`src/rtl/tod_alarm_pkg.sv`:
```
package tod_alarm_pkg;
  localparam int REG_W      = 8;
  localparam int TIME_W     = 7;
  localparam int DOW_W      = 3;
  localparam int DATE_W     = 6;
  localparam int MASK_POS   = 7;
  localparam int SEL_POS    = 6;
  localparam int NUM_ALARMS = 2;
  localparam int A1_FIELDS  = 4;
  localparam int A2_FIELDS  = 3;

  typedef struct packed {
    logic [TIME_W-1:0] sec;
    logic [TIME_W-1:0] min;
    logic [TIME_W-1:0] hour;
    logic [DOW_W-1:0]  dow;
    logic [DATE_W-1:0] date;
  } tod_t;
endpackage

```
`src/rtl/tod_alarm_mask_decode.sv`:
```
module tod_alarm_mask_decode #(
  parameter int NF = 4
) (
  input  logic          clk,
  input  logic          rst_n,
  input  logic [NF-1:0] mask,
  output logic          legal,
  output logic [NF-1:0] cmp_en
);
  logic [NF-1:0] mask_up;

  // Legal masks are thermometer codes: once a field is masked,
  // every field above it is masked too.
  assign mask_up = mask << 1;
  assign legal   = ((mask | mask_up) == mask);
  assign cmp_en  = legal ? ~mask : '0;

  // an illegal pattern enables no field comparison
  assert_illegal_no_cmp_R6: assert property (@(posedge clk) disable iff (!rst_n)
    (mask[NF-1] == 1'b0 && mask != '0) |-> (cmp_en == '0));
endmodule

```
`src/rtl/tod_alarm_unit.sv`:
```
module tod_alarm_unit
  import tod_alarm_pkg::*;
#(
  parameter int NF = A1_FIELDS
) (
  input  logic                        clk,
  input  logic                        rst_n,
  input  logic [NF-2:0][REG_W-1:0]    al_tm,
  input  logic [REG_W-1:0]            al_dd,
  input  tod_t                        now,
  output logic                        match
);
  localparam int  NT      = NF - 1;
  localparam bit  HAS_SEC = (NF == A1_FIELDS);

  logic [NT-1:0][TIME_W-1:0] now_fld;
  logic [NF-1:0]             mask;
  logic [NF-1:0]             eq;
  logic [NF-1:0]             cmp_en;
  logic                      legal;
  logic                      day_sel;
  logic [DATE_W-1:0]         dd_val;
  logic                      dd_eq;
  logic                      sec_ok;

  generate
    if (HAS_SEC) begin : g_with_sec
      assign now_fld[0] = now.sec;
      assign now_fld[1] = now.min;
      assign now_fld[2] = now.hour;
      assign sec_ok     = 1'b1;
    end else begin : g_no_sec
      assign now_fld[0] = now.min;
      assign now_fld[1] = now.hour;
      assign sec_ok     = (now.sec == '0);
    end
  endgenerate

  generate
    for (genvar g = 0; g < NT; g++) begin : g_field
      assign mask[g] = al_tm[g][MASK_POS];
      assign eq[g]   = (al_tm[g][TIME_W-1:0] == now_fld[g]);
    end
  endgenerate

  assign day_sel  = al_dd[SEL_POS];
  assign dd_val   = al_dd[DATE_W-1:0];
  assign dd_eq    = day_sel ? (dd_val == {{(DATE_W-DOW_W){1'b0}}, now.dow})
                            : (dd_val == now.date);
  assign mask[NT] = al_dd[MASK_POS];
  assign eq[NT]   = dd_eq;

  tod_alarm_mask_decode #(.NF(NF)) u_decode (
    .clk    (clk),
    .rst_n  (rst_n),
    .mask   (mask),
    .legal  (legal),
    .cmp_en (cmp_en)
  );

  assign match = legal & sec_ok & (&(~cmp_en | eq));

  generate
    if (HAS_SEC) begin : g_chk_sec
      // all fields masked matches on every evaluation
      assert_every_second_R3: assert property (@(posedge clk) disable iff (!rst_n)
        (mask == '1) |-> match);
    end else begin : g_chk_nosec
      // second alarm can only match at second 00
      assert_min_boundary_R4: assert property (@(posedge clk) disable iff (!rst_n)
        match |-> (now.sec == '0));
    end
  endgenerate
endmodule

```
`src/rtl/tod_alarm_flags.sv`:
```
module tod_alarm_flags #(
  parameter int NA = 2
) (
  input  logic          clk,
  input  logic          rst_n,
  input  logic          tick,
  input  logic [NA-1:0] match,
  input  logic          wr,
  input  logic [NA-1:0] wdata,
  input  logic [NA-1:0] ie,
  input  logic          int_ctl,
  output logic [NA-1:0] flag,
  output logic          irq_n
);
  logic [NA-1:0] flag_q;
  logic [NA-1:0] flag_d;
  logic [NA-1:0] set_now;
  logic [NA-1:0] clr_now;
  logic          flag_en;

  // Next-state: a match on the update tick has priority over a clear.
  always_comb begin
    for (int i = 0; i < NA; i++) begin
      set_now[i] = tick & match[i];
      clr_now[i] = wr & ~wdata[i];
      if (set_now[i])      flag_d[i] = 1'b1;
      else if (clr_now[i]) flag_d[i] = 1'b0;
      else                 flag_d[i] = flag_q[i];
    end
  end

  assign flag_en = tick | wr;

  always_ff @(posedge clk or negedge rst_n) begin
    if (!rst_n)       flag_q <= '0;
    else if (flag_en) flag_q <= flag_d;
  end

  assign flag  = flag_q;
  assign irq_n = ~(int_ctl & (|(flag_q & ie)));

  generate
    for (genvar g = 0; g < NA; g++) begin : g_chk
      // a match tick always leaves the flag set
      assert_set_wins_R9: assert property (@(posedge clk) disable iff (!rst_n)
        (tick && match[g]) |=> flag[g]);
      // a zero write with no match clears the flag
      assert_clear_R7: assert property (@(posedge clk) disable iff (!rst_n)
        (wr && !wdata[g] && !(tick && match[g])) |=> !flag[g]);
      // a flag rises only after an update tick
      assert_rise_on_tick_R2: assert property (@(posedge clk) disable iff (!rst_n)
        $rose(flag[g]) |-> $past(tick));
    end
  endgenerate

  // interrupt mode off keeps the output released
  assert_irq_gated_R8: assert property (@(posedge clk) disable iff (!rst_n)
    !int_ctl |-> irq_n);
endmodule

```
`src/rtl/tod_alarm_match.sv`:
```
module tod_alarm_match
  import tod_alarm_pkg::*;
(
  input  logic              clk,
  input  logic              rst_n,
  input  logic              tick,
  input  logic [TIME_W-1:0] now_sec,
  input  logic [TIME_W-1:0] now_min,
  input  logic [TIME_W-1:0] now_hour,
  input  logic [DOW_W-1:0]  now_dow,
  input  logic [DATE_W-1:0] now_date,
  input  logic [REG_W-1:0]  a1_sec_reg,
  input  logic [REG_W-1:0]  a1_min_reg,
  input  logic [REG_W-1:0]  a1_hour_reg,
  input  logic [REG_W-1:0]  a1_dd_reg,
  input  logic [REG_W-1:0]  a2_min_reg,
  input  logic [REG_W-1:0]  a2_hour_reg,
  input  logic [REG_W-1:0]  a2_dd_reg,
  input  logic              a1_ie,
  input  logic              a2_ie,
  input  logic              int_ctl,
  input  logic              flag_wr,
  input  logic [1:0]        flag_wdata,
  output logic              a1_flag,
  output logic              a2_flag,
  output logic              irq_n
);
  localparam int SYNC_STAGES = 2;

  logic [SYNC_STAGES-1:0] rst_pipe;
  logic                   rst_n_int;
  tod_t                   now;
  logic [A1_FIELDS-2:0][REG_W-1:0] a1_tm;
  logic [A2_FIELDS-2:0][REG_W-1:0] a2_tm;
  logic [NUM_ALARMS-1:0]  hit;
  logic [NUM_ALARMS-1:0]  ie_vec;
  logic [NUM_ALARMS-1:0]  flag_vec;

  // Reset asserts asynchronously and leaves on a clock edge.
  always_ff @(posedge clk or negedge rst_n) begin
    if (!rst_n) rst_pipe <= '0;
    else        rst_pipe <= {rst_pipe[SYNC_STAGES-2:0], 1'b1};
  end
  assign rst_n_int = rst_pipe[SYNC_STAGES-1];

  assign now.sec  = now_sec;
  assign now.min  = now_min;
  assign now.hour = now_hour;
  assign now.dow  = now_dow;
  assign now.date = now_date;

  assign a1_tm[0] = a1_sec_reg;
  assign a1_tm[1] = a1_min_reg;
  assign a1_tm[2] = a1_hour_reg;
  assign a2_tm[0] = a2_min_reg;
  assign a2_tm[1] = a2_hour_reg;

  tod_alarm_unit #(.NF(A1_FIELDS)) u_alarm1 (
    .clk   (clk),
    .rst_n (rst_n_int),
    .al_tm (a1_tm),
    .al_dd (a1_dd_reg),
    .now   (now),
    .match (hit[0])
  );

  tod_alarm_unit #(.NF(A2_FIELDS)) u_alarm2 (
    .clk   (clk),
    .rst_n (rst_n_int),
    .al_tm (a2_tm),
    .al_dd (a2_dd_reg),
    .now   (now),
    .match (hit[1])
  );

  assign ie_vec = {a2_ie, a1_ie};

  tod_alarm_flags #(.NA(NUM_ALARMS)) u_flags (
    .clk     (clk),
    .rst_n   (rst_n_int),
    .tick    (tick),
    .match   (hit),
    .wr      (flag_wr),
    .wdata   (flag_wdata),
    .ie      (ie_vec),
    .int_ctl (int_ctl),
    .flag    (flag_vec),
    .irq_n   (irq_n)
  );

  assign a1_flag = flag_vec[0];
  assign a2_flag = flag_vec[1];

  // while reset is held internally, nothing is flagged
  assert_reset_quiet_R1: assert property (@(posedge clk)
    !rst_n_int |=> (!rst_n_int || (!a1_flag && !a2_flag)) || $past(tick));
endmodule

```
`config.mk`:
```
export PLATFORM = sky130hd
export DESIGN_NAME = tod_alarm_match
export DESIGN_NICKNAME = d
export VERILOG_FILES = /design/src/rtl/tod_alarm_pkg.sv /design/src/rtl/tod_alarm_mask_decode.sv /design/src/rtl/tod_alarm_unit.sv /design/src/rtl/tod_alarm_flags.sv /design/src/rtl/tod_alarm_match.sv
export SDC_FILE = /design/constraint.sdc
export NUM_CORES = 1
export LEC_CHECK = 0
export ABC_AREA = 1
export CAP_MARGIN = 10
export CELL_PAD_IN_SITES_DETAIL_PLACEMENT = 0
export CELL_PAD_IN_SITES_GLOBAL_PLACEMENT = 2
export CORE_ASPECT_RATIO = 0.7
export CORE_UTILIZATION = 14
export CTS_CLUSTER_DIAMETER = 100
export DETAILED_ROUTE_END_ITERATION = 8
export GPL_TIMING_DRIVEN = 0
export PLACE_DENSITY = 0.84
export SYNTH_ARGS = -nofsm -noshare
export SYNTH_HDL_FRONTEND = slang
export SYNTH_SLANG_ARGS = --single-unit
```
`constraint.sdc`:
```
create_clock -name clk -period 1.8 [get_ports clk]
set_clock_uncertainty 0.05 [all_clocks]
set_input_delay 0.36 -clock clk [delete_from_list [all_inputs] [get_ports clk]]
set_output_delay 0.36 -clock clk [all_outputs]
set_load 0.03 [all_outputs]
```
==> metrics.log <==
INFO  metric syn_inst = 236
INFO  metric yosys_register_bits = 4
INFO  metric synth-warning-count = 0
INFO  metric design.portCount = 98
INFO  metric nNetsFinal = 434
INFO  metric start_kind = input port
INFO  metric buffer_ports.inserted = 97
INFO  metric cell_internal_power = 0.641 mW
INFO  metric place.detailed.instances = 434
INFO  metric timing.final.setup_violations = 0
INFO  metric timing_worst_setup_path_type = in -> out
INFO  metric post_drt_via_cell_ratio = 3.66
INFO  metric drcViolationCount = 0
INFO  metric grt.total_usage = 9.05%
INFO  metric finalNonFillerCells = 438
INFO  metric hold_slack = 0.248 ns
INFO  metric synthToLayoutAreaGrowth = 103%
INFO  metric hold_class = in -> async
INFO  metric place.detailed.hpwl = 3660 um
INFO  metric antenna_violating_nets_post_route = 0
INFO  metric final_period_minus_worst_setup_slack = 1.72 ns
INFO  metric grt_antenna_before_repair = 0
INFO  metric postLayoutSetupSlackWorst = 0.0810 ns
INFO  metric seqCellArea = 100 um2
INFO  metric fp.coreArea = 7910 um2
INFO  metric worst-path-max-fanout = 1
INFO  metric start_util = 14.5%
INFO  metric syn_avg_cell_area = 4.87 um2
INFO  metric setup_repair_after_global_routing_missed_its_margin = no
INFO  metric leakagePower = 1.17 nW
INFO  metric rows = 27
INFO  metric layout-drive-gt1-share = 3.56%
INFO  metric totalWireLength = 3960 um
INFO  metric first_pass_grt_wire_length = 6240 um
INFO  metric crit_arrival = 1.31 ns
INFO  metric worst_r2r_startpoint = rst_pipe[1]
INFO  metric register_area_share_after_synthesis = 8.71%
INFO  metric cts.sinks = 4
INFO  metric p_comb_share = 48.9%
INFO  metric final_worst_path_cycle_share = 95.5%
INFO  metric power.density_cell_area = 367 nW/um2
INFO  metric clock_insertion_delay_worst_skew = 0.22 ns
INFO  metric replace_congestion = 0.704
INFO  metric tritoncts = built
INFO  metric tritoncts.num_buffers = 3
INFO  metric n_fill_cell = 899
INFO  metric die_w = 110 um
INFO  metric critical_path_buf_inv_count = 2
INFO  metric number_of_drc_markers_after_the_initial_detailed_route_iteration = 38
INFO  metric maxSlewViolCount = 0
INFO  metric commonest_cells_after_routing_fill_and_taps_aside = sky130_fd_sc_hd__nand2_1, sky130_fd_sc_hd__clkdlybuf4s50_1, sky130_fd_sc_hd__inv_1
INFO  metric finalCoreUtilization = 29.5%
INFO  metric n_antenna_cell = 0
INFO  metric clk_pin_slew_worst_paths = 0.03 ns
INFO  metric die-area = 8590 um2
INFO  metric cts_post_setup_buffers_inserted = 0
INFO  metric max-clock-path-buffers = 2
INFO  metric detail_route.wl_per_cell = 9.03 um
INFO  metric via_count = 1604
INFO  metric maxCapViolCount = 0
INFO  metric globalRoute.totalOverflow = 0
INFO  metric timing_hold_violations_final = 0
INFO  metric overall_die_height = 77.8 um
INFO  metric multi_input_comb_area = 855 um2
INFO  metric number_of_global_route_vias_before_repair = 1522
INFO  metric worstPathCellList = clkdlybuf4s50_1 > a22o_1 > nand2_1 > clkdlybuf4s15_2
INFO  metric cp_top_family = buffers and inverters
INFO  metric reg2reg_to = u_flags.flag[1]
INFO  metric psw = 0.216 mW
INFO  metric cp_endpoint_kind = output port
INFO  metric leading_cell_type_in_the_layout_fill_and_taps_excluded = sky130_fd_sc_hd__nand2_1
INFO  metric grt_max_degree = 8
INFO  metric preCtsSetupSlack = -0.300 ns
INFO  metric synthesis.nets = 331
INFO  metric ff2ff_path_depth = 1
INFO  metric result_of_the_run = finished clean
INFO  metric synth_cell_types = 22
INFO  metric ctsHtreeMaxLevel = 1
INFO  metric worst_ir_drop_vdd = 0.522 mV
INFO  metric syn_area = 1150 um2
INFO  metric rrSetupSlack = 1.08 ns
INFO  metric timing.critical_path.slowest_stage_cell = sky130_fd_sc_hd__clkdlybuf4s50_1
INFO  metric tns_setup = 0 ns
INFO  metric worst_path_largest_cell_delay = 0.41 ns
INFO  metric drt_pass1_iterations = 5
INFO  metric sw_frac_of_total = 25.2%
INFO  metric clock_power_share = 40.0%
INFO  metric max_freq = 582 MHz
INFO  metric p_seq_share = 11.1%
INFO  metric cp.required = 1.39 ns
INFO  metric clockRootBuffer = sky130_fd_sc_hd__clkbuf_16
[flip-flops by register name, summed over array words and instances, names as in the netlist]
register,flops
rst_pipe,2
u_flags.flag,2
[kinds of logic (layout without fill, tap and decap cells)]
group | count (synthesis) | count (layout) | share of synthesized area (%)
XOR/XNOR | 19 | 19 | 14.5
other | 1 | 1 | 0.326
AO/OA/AOI/OAI | 14 | 14 | 7.83
flip-flops | 4 | 4 | 8.71
buffers and inverters | 52 | 153 | 17.0
AND/OR/NAND/NOR | 146 | 146 | 51.7
[power by group through the flow]
stage / sequential, mW / clock [mW] / combinational, mW
floorplan: 0.0987 / 0 / 0.154
global placement: 0.0968 / 0 / 0.417
detailed placement: 0.0968 / 0 / 0.421
CTS: 0.0952 / 0.350 / 0.425
global route: 0.0957 / 0.356 / 0.472
finish: 0.0952 / 0.343 / 0.419
[cells in the mapped netlist]
cell / count / area [um2]
sky130_fd_sc_hd__nor3_1: 2 / 10.0
sky130_fd_sc_hd__nand2_1: 108 / 405
sky130_fd_sc_hd__or2_1: 1 / 6.26
sky130_fd_sc_hd__nand3_2: 1 / 10.0
sky130_fd_sc_hd__nand4_1: 1 / 6.26
sky130_fd_sc_hd__o21ai_0: 6 / 30.0
sky130_fd_sc_hd__nand3b_1: 2 / 15.0
sky130_fd_sc_hd__a21oi_1: 2 / 10.0
sky130_fd_sc_hd__conb_1: 1 / 3.75
sky130_fd_sc_hd__inv_1: 48 / 180
sky130_fd_sc_hd__a21oi_2: 2 / 17.5
sky130_fd_sc_hd__nor2_1: 13 / 48.8
sky130_fd_sc_hd__xnor2_1: 16 / 140
sky130_fd_sc_hd__dfrtp_1: 4 / 100
sky130_fd_sc_hd__a22o_1: 1 / 8.76
sky130_fd_sc_hd__nand2_2: 2 / 12.5
sky130_fd_sc_hd__inv_2: 3 / 11.3
sky130_fd_sc_hd__o2111ai_1: 1 / 8.76
sky130_fd_sc_hd__xor2_1: 3 / 26.3
sky130_fd_sc_hd__nand3_1: 16 / 80.1
sky130_fd_sc_hd__clkinv_1: 1 / 3.75
sky130_fd_sc_hd__o21bai_1: 2 / 15.0
[per-layer routing]
layer,GRT usage (%),routed length (um),share of wire [%]
met1,13.1,2080,52
met2,14.0,1610,41
met3,1.68,265,6.7
met4,1.05,0,0
met5,0,0,0
[cell type report]
class                           count  share of cell area (%)
Timing Repair Buffer               98                    42.1
Multi-Input combinational cell    180                    36.6
Inverter                           52                    8.36
Tap cell                          101                    5.42
Sequential cell                     4                    4.29
Clock buffer                        3                    3.22
[worst max path at each step]
stage	to	from	slack [ns]	depth (start not counted)
detailed placement	irq_n	a1_ie	-0.30	4
global placement	irq_n	a1_ie	-0.28	4
CTS	irq_n	a1_ie	0.07	4
floorplan	irq_n	u_flags.flag[0]	0.43	2
global route	u_flags.flag[0]	a1_dd_reg[6]	0.03	11
finish	irq_n	a1_ie	0.08	4
[through the flow]
stage               instance area (um2)  power, mW
floorplan                          1150      0.253
global placement                   2250      0.514
detailed placement                 2250      0.518
CTS                                2330      0.871
global route                       2330      0.923
finish                             2330      0.857
[what timing repair did]
item,in CTS,in global routing
hold buffers,1,0
endpoints found under the hold margin,2,0
endpoints found under the setup margin,1,0
gates resized for setup,3,0
(Power assumes the default switching activity.)
